### config.mk
export PLATFORM = sky130hd
export DESIGN_NAME = spec_load_guard
export DESIGN_NICKNAME = d
export VERILOG_FILES = /design/src/rtl/slg_pkg.sv /design/src/rtl/slg_first_hit.sv /design/src/rtl/slg_entry_store.sv /design/src/rtl/slg_age_view.sv /design/src/rtl/spec_load_guard.sv
export SDC_FILE = /design/constraint.sdc
export NUM_CORES = 2
export LEC_CHECK = 0
export BUFFER_PORTS_ARGS = -buffer_cell sky130_fd_sc_hd__buf_4
export CORE_ASPECT_RATIO = 1.1
export CORE_MARGIN = 10
export CORE_UTILIZATION = 35
export CTS_BUF_LIST = sky130_fd_sc_hd__clkbuf_2 sky130_fd_sc_hd__clkbuf_4 sky130_fd_sc_hd__clkbuf_8
export DETAILED_ROUTE_END_ITERATION = 12
export RECOVER_POWER = 100
export SYNTH_ARGS = -nofsm -noshare
export SYNTH_HDL_FRONTEND = slang
export SYNTH_SLANG_ARGS = --single-unit
### constraint.sdc
create_clock -name clk -period 16.4 [get_ports clk]
set_input_delay 2.46 -clock clk [delete_from_list [all_inputs] [get_ports clk]]
set_output_delay 2.46 -clock clk [all_outputs]
set_load 0.02 [all_outputs]
### src/rtl/slg_pkg.sv
package slg_pkg;
   typedef enum logic [1:0] {
      VS_NONE  = 2'd0,
      VS_SNOOP = 2'd1,
      VS_FULL  = 2'd2
   } vsrc_e;
endpackage

### src/rtl/slg_first_hit.sv
module slg_first_hit #(
   parameter int N  = 16,
   localparam int IW = (N > 1) ? $clog2(N) : 1
) (
   input  logic [N-1:0]  req,
   output logic          any,
   output logic [IW-1:0] idx
);
   always_comb begin
      idx = '0;
      for (int i = N - 1; i >= 0; i--) begin
         if (req[i]) idx = IW'(i);
      end
   end
   assign any = |req;
endmodule

### src/rtl/slg_entry_store.sv
module slg_entry_store #(
   parameter int DEPTH = 16,
   parameter int TAG_W = 6,
   parameter int BLK_W = 26,
   localparam int PTR_W = $clog2(DEPTH)
) (
   input  logic                         clk,
   input  logic                         rst_n,
   input  logic                         wr_en,
   input  logic [PTR_W-1:0]             wr_ptr,
   input  logic [TAG_W-1:0]             wr_tag,
   input  logic [BLK_W-1:0]             wr_blk,
   output logic [DEPTH-1:0][TAG_W-1:0]  tags,
   output logic [DEPTH-1:0][BLK_W-1:0]  blks
);
   for (genvar e = 0; e < DEPTH; e++) begin : g_ent
      always_ff @(posedge clk) begin
         if (!rst_n) begin
            tags[e] <= '0;
            blks[e] <= '0;
         end else if (wr_en && wr_ptr == PTR_W'(e)) begin
            tags[e] <= wr_tag;
            blks[e] <= wr_blk;
         end
      end
   end
endmodule

### src/rtl/slg_age_view.sv
module slg_age_view #(
   parameter int DEPTH = 16,
   parameter int TAG_W = 6,
   parameter int BLK_W = 26,
   localparam int PTR_W = $clog2(DEPTH),
   localparam int CNT_W = $clog2(DEPTH + 1)
) (
   input  logic [PTR_W-1:0]             head,
   input  logic [CNT_W-1:0]             count,
   input  logic                         skip_head,
   input  logic [DEPTH-1:0][TAG_W-1:0]  tags,
   input  logic [DEPTH-1:0][BLK_W-1:0]  blks,
   input  logic                         sq_valid,
   input  logic [TAG_W-1:0]             sq_tag,
   input  logic                         sn_valid,
   input  logic [BLK_W-1:0]             sn_blk,
   output logic [DEPTH-1:0]             sq_hit,
   output logic [DEPTH-1:0]             sn_hit
);
   for (genvar a = 0; a < DEPTH; a++) begin : g_age
      logic [PTR_W-1:0] phys;
      logic             elig;
      assign phys = head + PTR_W'(a);
      assign elig = (CNT_W'(a) < count) && !(skip_head && a == 0);
      assign sq_hit[a] = sq_valid && elig && (tags[phys] == sq_tag);
      assign sn_hit[a] = sn_valid && elig && (blks[phys] == sn_blk);
   end
endmodule

### src/rtl/spec_load_guard.sv
module spec_load_guard
   import slg_pkg::*;
#(
   parameter int TAG_W    = 6,
   parameter int ADDR_W   = 32,
   parameter int OFFSET_W = 6,
   parameter int DEPTH    = 16
) (
   input  logic              clk,
   input  logic              rst_n,
   input  logic              ld_valid,
   input  logic [TAG_W-1:0]  ld_tag,
   input  logic [ADDR_W-1:0] ld_addr,
   input  logic              cm_valid,
   input  logic              sq_valid,
   input  logic [TAG_W-1:0]  sq_tag,
   input  logic              flush,
   input  logic              sn_valid,
   input  logic [ADDR_W-1:0] sn_addr,
   output logic              viol_valid,
   output logic [TAG_W-1:0]  viol_tag
);
   localparam int PTR_W = $clog2(DEPTH);
   localparam int CNT_W = $clog2(DEPTH + 1);
   localparam int BLK_W = ADDR_W - OFFSET_W;

   if (DEPTH < 2 || (DEPTH & (DEPTH - 1)) != 0) begin : g_bad_depth
      $error("DEPTH must be a power of two and at least 2");
   end
   if (OFFSET_W < 1 || OFFSET_W >= ADDR_W) begin : g_bad_off
      $error("OFFSET_W must lie between 1 and ADDR_W-1");
   end

   logic [PTR_W-1:0] head_q;
   logic [CNT_W-1:0] cnt_q;
   logic [DEPTH-1:0][TAG_W-1:0] tags;
   logic [DEPTH-1:0][BLK_W-1:0] blks;
   logic [BLK_W-1:0] ld_blk, sn_blk;
   logic unused_offsets;

   assign ld_blk = ld_addr[ADDR_W-1:OFFSET_W];
   assign sn_blk = sn_addr[ADDR_W-1:OFFSET_W];
   assign unused_offsets = ^{ld_addr[OFFSET_W-1:0], sn_addr[OFFSET_W-1:0]};

   logic cm_eff;
   assign cm_eff = cm_valid && (cnt_q != '0);

   logic [DEPTH-1:0] sq_hit, sn_hit_raw, sn_hit, below_sq;
   logic             sq_any, sn_any;
   logic [PTR_W-1:0] sq_idx, sn_idx;

   slg_age_view #(.DEPTH(DEPTH), .TAG_W(TAG_W), .BLK_W(BLK_W)) u_view (
      .head(head_q), .count(cnt_q), .skip_head(cm_eff),
      .tags(tags), .blks(blks),
      .sq_valid(sq_valid), .sq_tag(sq_tag),
      .sn_valid(sn_valid), .sn_blk(sn_blk),
      .sq_hit(sq_hit), .sn_hit(sn_hit_raw)
   );

   slg_first_hit #(.N(DEPTH)) u_sq_pick (.req(sq_hit), .any(sq_any), .idx(sq_idx));

   for (genvar a = 0; a < DEPTH; a++) begin : g_mask
      assign below_sq[a] = !sq_any || (PTR_W'(a) < sq_idx);
   end
   assign sn_hit = sn_hit_raw & below_sq;

   slg_first_hit #(.N(DEPTH)) u_sn_pick (.req(sn_hit), .any(sn_any), .idx(sn_idx));

   logic [CNT_W-1:0] cut, cnt_nxt;
   logic [PTR_W-1:0] wr_ptr;
   logic             accept, full, wr_en;
   vsrc_e            vsrc;

   always_comb begin
      if (sn_any)      cut = CNT_W'(sn_idx);
      else if (sq_any) cut = CNT_W'(sq_idx);
      else             cut = cnt_q;
   end

   assign accept = ld_valid && !sn_any && !sq_any && !flush;
   assign full   = (cnt_q == CNT_W'(DEPTH)) && !cm_eff;
   assign wr_en  = accept && !full;
   assign wr_ptr = head_q + cnt_q[PTR_W-1:0];
   assign cnt_nxt = cut - CNT_W'(cm_eff) + CNT_W'(wr_en);

   always_comb begin
      if (flush)               vsrc = VS_NONE;
      else if (sn_any)         vsrc = VS_SNOOP;
      else if (accept && full) vsrc = VS_FULL;
      else                     vsrc = VS_NONE;
   end

   slg_entry_store #(.DEPTH(DEPTH), .TAG_W(TAG_W), .BLK_W(BLK_W)) u_store (
      .clk(clk), .rst_n(rst_n), .wr_en(wr_en), .wr_ptr(wr_ptr),
      .wr_tag(ld_tag), .wr_blk(ld_blk), .tags(tags), .blks(blks)
   );

   always_ff @(posedge clk) begin
      if (!rst_n) begin
         head_q     <= '0;
         cnt_q      <= '0;
         viol_valid <= 1'b0;
         viol_tag   <= '0;
      end else begin
         if (flush) begin
            head_q <= '0;
            cnt_q  <= '0;
         end else begin
            head_q <= head_q + PTR_W'(cm_eff);
            cnt_q  <= cnt_nxt;
         end
         viol_valid <= (vsrc != VS_NONE);
         case (vsrc)
            VS_SNOOP: viol_tag <= tags[head_q + sn_idx];
            VS_FULL:  viol_tag <= ld_tag;
            default:  viol_tag <= viol_tag;
         endcase
      end
   end

   a_r6_count_bound: assert property (@(posedge clk) disable iff (!rst_n)
      cnt_q <= CNT_W'(DEPTH));

   a_r9_flush_clears: assert property (@(posedge clk) disable iff (!rst_n)
      flush |=> (!viol_valid && cnt_q == '0));

   a_r12_room_quiet: assert property (@(posedge clk) disable iff (!rst_n)
      (ld_valid && !sn_valid && !flush && cnt_q < CNT_W'(DEPTH)) |=> !viol_valid);

   a_r2_pulse_has_cause: assert property (@(posedge clk) disable iff (!rst_n)
      viol_valid |-> $past(sn_valid || ld_valid));

   a_r4_commit_shrinks: assert property (@(posedge clk) disable iff (!rst_n)
      (cm_valid && cnt_q != '0 && !ld_valid && !flush) |=> cnt_q < $past(cnt_q));

   a_r8_squash_no_grow: assert property (@(posedge clk) disable iff (!rst_n)
      (sq_valid && !ld_valid && !flush) |=> cnt_q <= $past(cnt_q));
endmodule

**Yosys cells after proc, flatten, opt, wreduce, memory -nomap -nowiden**

Index checks and enable logic that the tools add are counted.

- Bits in registers: 528
- Bits of input ports: 83
- Output and inout port bits: 7
- Logic and storage cells: 377

- Add/subtract/negate cells: 20
- $lt $le $gt $ge: 49
- Equality and inequality tests: 50
- Muxes and demuxes: 104
- Bitwise gates (word level): 2
- Reductions and logical operators: 116

Operators by type and width:

| cell | count |
|---|---|
| 26-bit binary-select mux with 4-bit select | 16 |
| 26-bit equality test | 16 |
| 26-bit 2-to-1 mux | 16 |
| 6-bit binary-select mux with 4-bit select | 17 |
| 4-bit 2-to-1 mux | 32 |
| 6-bit 2-to-1 mux | 17 |
| 6-bit equality test | 16 |
| 1-bit logical AND | 88 |
| 4-bit by 5-bit < comparator with 1-bit output, second input constant | 17 |
| 4-bit by 5-bit < comparator with 1-bit output, first input constant | 8 |
| 4-bit adder, second input constant | 8 |
| 4-bit equality test, second input constant | 8 |
| 4-bit < comparator, first input constant | 8 |
| 16-bit OR reduction | 2 |
| 3-bit by 5-bit < comparator with 1-bit output, first input constant | 4 |
| 4-bit by 3-bit adder with 4-bit output, second input constant | 4 |
| 16-bit bitwise AND | 1 |
| 4-bit by 3-bit equality test with 1-bit output, second input constant | 4 |
| 1-bit logical OR | 16 |
| 3-bit by 4-bit < comparator with 1-bit output, first input constant | 4 |
| 6-bit one-hot mux with 2 select lines | 1 |
| 1-bit by 5-bit < comparator with 1-bit output, first input constant | 2 |
| 2-bit by 5-bit < comparator with 1-bit output, first input constant | 2 |
| 5-bit 2-to-1 mux | 2 |
| 20 further kinds | 32 |

**Logic depth before layout (Yosys ltp)**

- Word-level depth: 44
- Depth in mapped cells: 40
- Mapped depth without buffers: 27

**Hierarchy**

From an unflattened synthesis, not the netlist that was laid out.

- Cells, all modules: 5910
- Area total of the unflattened synthesis: 60176.5 sq um

Modules (own cells, without submodules):

| module | instances | cells an instance | area an instance (sq um) | seq. area each (sq um) |
|---|---|---|---|---|
| slg_age_view | 1 | 3896 | 39376.5 | 0.0 |
| slg_entry_store | 1 | 1738 | 18296.3 | 10249.8 |
| spec_load_guard | 1 | 208 | 2150.8 | 320.3 |
| slg_first_hit | 2 | 34 | 176.4 | 0.0 |

**Worst setup path after synthesis**

No wires, ideal clock.

- Kind: register to register
- Start point: register head_q[0]
- End point: register viol_tag[5]
- Setup time: 120 ps
- Arrival time: 8507 ps
- Required time: 16280 ps
- Setup slack: 7773 ps
- Stages on the path, launching flop included: 34
- Buffers on the path: 11
- Period minus slack after synthesis: 8627 ps
- Path through: dfxtp_1 > buf_2 > buf_6 > buf_2 > inv_2 > buf_2 > buf_1 > clkbuf_1 > ha_1 > buf_4 > buf_2 > buf_2 > mux4_2 > mux4_2 > xor2_1 > nor4_1 > and4_1 > nor4_1 > and2_1 > nand3_1 > a311oi_1 > nor2_1 > o21ai_0 > a21oi_1 > o31a_1 > o21a_1 > ha_1 > clkbuf_1 > buf_1 > mux4_2 > or2_2 > o21a_1 > o21ai_0 > o31ai_1

- Cells in the longest elaborated chain, start to end: 44
- Elaborated cells on any way between the ends: 226
- Those cells by class: add/sub: 16; order compare: 16; eq/ne: 34; mux: 102; bitwise: 1; reduce/logical: 57

RTL lines:

| item | RTL line | text |
|---|---|---|
| from (decl) | spec_load_guard.sv:34 | `logic [PTR_W-1:0] head_q;` |
| from (signal assigned) | spec_load_guard.sv:109 | `head_q <= head_q + PTR_W'(cm_eff);` |
| 4-bit adder | slg_age_view.sv:23 | `assign phys = head + PTR_W'(a);` |
| 6-bit binary-select mux with 4-bit select | slg_age_view.sv:25 | `assign sq_hit[a] = sq_valid && elig && (tags[phys] == sq_tag);` |
| 6-bit 2-to-1 mux (not written as such) | slg_age_view.sv:25 |  |
| 6-bit equality test | slg_age_view.sv:25 |  |
| 1-bit logical AND | slg_age_view.sv:25 |  |
| 4-bit 2-to-1 mux (16 in series) | slg_first_hit.sv:12 | `if (req[i]) idx = IW'(i);` |
| 4-bit < comparator | spec_load_guard.sv:63 | `assign below_sq[a] = !sq_any \|\| (PTR_W'(a) < sq_idx);` |
| 1-bit logical OR | spec_load_guard.sv:63 |  |
| 16-bit bitwise AND | spec_load_guard.sv:65 | `assign sn_hit = sn_hit_raw & below_sq;` |
| 4-bit 2-to-1 mux (16 in series) | slg_first_hit.sv:12 |  |
| 4-bit adder | spec_load_guard.sv:114 | `VS_SNOOP: viol_tag <= tags[head_q + sn_idx];` |
| 6-bit binary-select mux with 4-bit select | spec_load_guard.sv:114 |  |
| 6-bit 2-to-1 mux (not written as such) | spec_load_guard.sv:114 |  |
| 6-bit one-hot mux with 2 select lines | spec_load_guard.sv:113 | `case (vsrc)` |
| to (signal assigned) | spec_load_guard.sv:114 |  |
| to (signal assigned) | spec_load_guard.sv:115 | `VS_FULL: viol_tag <= ld_tag;` |
| to (signal assigned) | spec_load_guard.sv:116 | `default: viol_tag <= viol_tag;` |
| to (decl) | spec_load_guard.sv:21 | `output logic [TAG_W-1:0] viol_tag` |

Several ways; a longest one is shown, not always the timed one. The select of a mux whose other input is x is not followed.
A chain may end at the register's enable or synchronous reset.

**Final worst setup path**

- Start point: register head_q[0]
- End point: register u_store.blks[169] (netlist name)

- Cells in the longest elaborated chain, start to end: 31
- Elaborated cells on any way between the ends: 203
- Those cells by class: add/sub: 16; order compare: 16; eq/ne: 33; mux: 80; bitwise: 1; reduce/logical: 57

RTL lines:

| item | RTL line | text |
|---|---|---|
| 4-bit adder | slg_age_view.sv:23 |  |
| 6-bit binary-select mux with 4-bit select | slg_age_view.sv:25 |  |
| 6-bit 2-to-1 mux (not written as such) | slg_age_view.sv:25 |  |
| 6-bit equality test | slg_age_view.sv:25 |  |
| 1-bit logical AND | slg_age_view.sv:25 |  |
| 4-bit 2-to-1 mux (16 in series) | slg_first_hit.sv:12 |  |
| 1-bit by 4-bit < comparator with 1-bit output (tied with other cells) | spec_load_guard.sv:63 |  |
| 1-bit logical OR | spec_load_guard.sv:63 |  |
| 16-bit bitwise AND | spec_load_guard.sv:65 |  |
| 16-bit OR reduction | slg_first_hit.sv:15 | `assign any = \|req;` |
| 1-bit logical NOT | spec_load_guard.sv:80 | `assign accept = ld_valid && !sn_any && !sq_any && !flush;` |
| 1-bit logical AND (3 in series) | spec_load_guard.sv:80 |  |
| 1-bit logical AND | spec_load_guard.sv:82 | `assign wr_en = accept && !full;` |
| 1-bit logical AND * | slg_entry_store.sv:21 | `end else if (wr_en && wr_ptr == PTR_W'(e)) begin` |
| to (signal, indexed assignment) | slg_entry_store.sv:23 | `blks[e] <= wr_blk;` |
| to (decl) | slg_entry_store.sv:14 | `output logic [DEPTH-1:0][BLK_W-1:0] blks` |

Mark *: on every way between the ends. The rest lies on a longest branch, timed or not. The select of a mux whose other input is x is not followed.

==> impl_metrics.json <==
{
  "cts_made_buffers": 92,
  "clk_path_buf_depth": 3,
  "start_kind": "register",
  "pre_cts_ws_ns": 6.564,
  "tightest_slew_ns": 4.575,
  "synth-seq-cells": 528,
  "grt_start_max_net_pins": 135,
  "synth_top_area_share_pct": 40.01,
  "hold_viol": 0,
  "dieArea_mm2": 0.1731,
  "relSlewSlack_pct": -205.0,
  "cts.root.buffer_cell": "clkbuf_8",
  "r2r_start": "head_q[0]$_SDFF_PP0_",
  "routed_via_density": 6.593,
  "finalNetCount": 4549,
  "fmax_ghz": 0.07917,
  "cp_max_fo": 110,
  "netlist_top_cells_area": "mux4_2, dfxtp_1, mux2i_1, xnor2_1, nand2_1",
  "coreArea_mm2": 0.1560,
  "ys_types": 83,
  "rsz0062_at_grt": "false",
  "min_to": "u_store.blks[327]$_SDFFE_PN0P_",
  "drt_iter0_markers": 6185,
  "die-height_um": 435.3,
  "synth_seq_area_share_pct": 19.26,
  "synth_warnings": 0,
  "hold_path_class": "register to register",
  "wl_met2_um": 96710,
  "skew_ns": 0.06445,
  "met3WireLength_um": 24490,
  "drtPass1Iterations": 8,
  "p_per_area_mw_per_mm2": 71.13,
  "synthToLayoutAreaGrowth_pct": 6.471,
  "h-tree-depth": 3,
  "antenna_found_initial": 17,
  "ant_nets": 0,
  "status": "finished, violations left",
  "dp_cells": 6426,
  "p_switching_mw": 1.511,
  "power_frac_comb_pct": 32.0,
  "io_pins": 90,
  "p_sw_share_pct": 36.35,
  "io_buffers": 77,
  "period_minus_slack_ns": 12.63,
  "r2r_slack_ns": 3.77,
  "min_from": "u_store.blks[327]$_SDFFE_PN0P_",
  "grt_pass1_wl_um": 308100,
  "drive_above_1_share_pct": 30.88,
  "finalNonFillerCells": 6605,
  "vias": 43550,
  "yosysTopAreaCell": "mux4_2",
  "die_w_um": 397.6,
  "worstPathRequired_ns": 17.07,
  "slew_violations": 265,
  "grt_pass1_vias": 41010,
  "r2r_cells": 18,
  "highest_layer": "met5",
  "syn_nets": 4783,
  "async_reset_ff_share_pct": 0,
  "rows": 152,
  "overflow": 0,
  "hold_buffers": 0,
  "avgSynthCellArea_um2": 11.74,
  "postCtsSetupRepairBufs": 0,
  "final_cell_area_mm2": 0.05844,
  "synth_edf_count": 0,
  "hpwl_um": 155400,
  "drc": 0,
  "rr_endpoint": "u_store.blks[169]$_SDFFE_PN0P_",
  "pwr-share-seq_pct": 33.7,
  "path_class": "register to register",
  "finalCritPeriodShare_pct": 77.01,
  "path_clk_slew_ns": 0.07,
  "hold_ws_ns": 0.4945,
  "maxCapViolations": 6,
  "peakVddDrop_v": 0.00007393,
  "drt_wl_total_um": 216000,
  "p_clk_share_pct": 34.3,
  "initial_utilization_pct": 35.20,
  "syn_area_mm2": 0.05489,
  "holdPathStages": 2,
  "cts_tree": "done",
  "cts_sinks": 528,
  "postSynthCellCount": 4675,
  "finalWeightedCongestion": 1.066,
  "critPathCaptureType": "register",
  "violations": "max-capacitance violations, max-slew violations",
  "fin_tns_setup_ns": 0,
  "cellLeakagePower_nw": 19.18,
  "placed_cell_area_mm2": 0.05643,
  "setup_ws_ns": 3.770,
  "setup_viol_count_final": 0,
  "clk_latency_ns": 0.88,
  "wl_met1_um": 81460,
  "p_int_mw": 2.646,
  "ctsResizeCount": 0,
  "arrival_ns": 13.30,
  "grt.total_usage_pct": 24.13,
  "wire_per_inst_um": 32.71,
  "synthFlopType": "dfxtp_1"
}
-- synth_stat cells (all sizes together) (50+ instances only) --
library cell / count
xnor2: 393
nand2: 667
mux2: 50
buf: 321
mux4: 975
nor2: 84
clkbuf: 168
mux2i: 778
nand4: 88
o21ai: 55
dfxtp: 528
a21oi: 60
xor2: 142
-- state kept, by name, indices dropped and copies added (netlist names) --
register,count
head_q,4
viol_valid,1
cnt_q,5
u_store.blks,416
viol_tag,6
u_store.tags,96
-- stage by stage --
stage | util, % | power, mW
3_3_place_gp | 36.19 | 2.720
3_5_place_dp | 36.19 | 2.735
5_1_grt | 37.46 | 4.287
4_1_cts | 37.55 | 4.164
6_report | 37.47 | 4.157
2_1_floorplan | - | 2.363
-- per-layer routing --
layer / global-route usage [%] / vias to the layer above
li1: - / 17750
met1: 31.25 / 22510
met2: 36.20 / 2717
met3: 6.846 / 565
met4: 13.09 / 14
met5: 0 / -
-- cells by family (layout without fill, tap and decap cells) --
logic type	count (synthesis)	after routing	share of synthesized area [%]
AND/OR/NAND/NOR	1048	1048	8.788
adder cells (fa/ha/maj)	25	25	0.6109
flip-flops	528	528	19.26
AO/OA/AOI/OAI	221	221	2.667
multiplexers	1803	1803	55.24
buffers and inverters	515	357	4.748
XOR/XNOR	535	535	8.687
other	0	9	0
-- worst max path at each step --
stage / start / end / slack (ns) / cells after the start
6_report: head_q[0]$_SDFF_PP0_ / u_store.blks[169]$_SDFFE_PN0P_ / 3.77 / 18
4_1_cts: head_q[0]$_SDFF_PP0_ / viol_tag[3]$_SDFFE_PN0P_ / 6.54 / 25
2_1_floorplan: head_q[0]$_SDFF_PP0_ / viol_tag[5]$_SDFFE_PN0P_ / 7.77 / 33
3_3_place_gp: head_q[0]$_SDFF_PP0_ / viol_tag[5]$_SDFFE_PN0P_ / 6.66 / 26
3_5_place_dp: head_q[0]$_SDFF_PP0_ / viol_tag[3]$_SDFFE_PN0P_ / 6.56 / 25
5_1_grt: head_q[0]$_SDFF_PP0_ / u_store.blks[169]$_SDFFE_PN0P_ / 3.14 / 18
-- critical path, cell delays in order (launching register included) --
cell and delay (ns):
dfxtp_4 0.83, inv_1 0.22, ha_4 0.91, buf_12 0.61, clkbuf_1 2.55, mux4_2 0.80, mux4_2 0.49, xnor2_1 0.22
nand4_1 0.33, nor4_1 0.16, a31oi_1 0.33, nor3_1 0.12, nor2_1 0.09, o21ai_0 0.25, nor2_1 1.30, nand3_4 0.61
nor4_1 0.53, clkbuf_1 1.60, mux2i_1 0.23
-- placed cells by master, fill, tap and decap left out, types with 6 or more instances in the layout --
cell / n
buf_4: 143
xnor2_1: 382
nor4_1: 43
a31oi_1: 7
o21a_1: 6
a21oi_1: 60
clkinv_2: 15
nand3_1: 43
and2_1: 10
o21ai_0: 53
or3_1: 8
inv_1: 23
a21o_1: 15
mux4_2: 975
clkbuf_8: 114
a211oi_1: 8
o31ai_1: 8
and3_1: 12
nand2_1: 667
nand2b_1: 8
nor2_1: 84
ha_1: 20
nor2b_1: 10
and4_1: 7
xnor2_4: 6
nor3_1: 34
bufinv_16: 7
diode_2: 9
clkbuf_1: 13
dfxtp_1: 524
clkbuf_4: 25
mux2i_1: 777
xor2_1: 140
nand4_1: 88
mux2_2: 49
or2_2: 8
-- final cells by class --
cell class,count,area [um^2]
clock inverters,31,372.9
fillers,15190,97510
multi-input cells,3632,41780
flip-flops and latches,528,10590
diodes,9,22.52
well taps,2079,2601
clock buffers,139,1757
repair buffers,161,1222
inverters,26,102.6
-- power groups by stage --
stage / Combinational (mW) / Clock, mW / Sequential (mW)
after global placement: 1.30 / 0 / 1.42
after CTS: 1.32 / 1.45 / 1.40
after floorplan: 0.979 / 0 / 1.38
after detailed placement: 1.31 / 0 / 1.42
final: 1.33 / 1.43 / 1.40
after global routing: 1.38 / 1.50 / 1.41
Note: power is estimated with default switching activity, not from simulation.
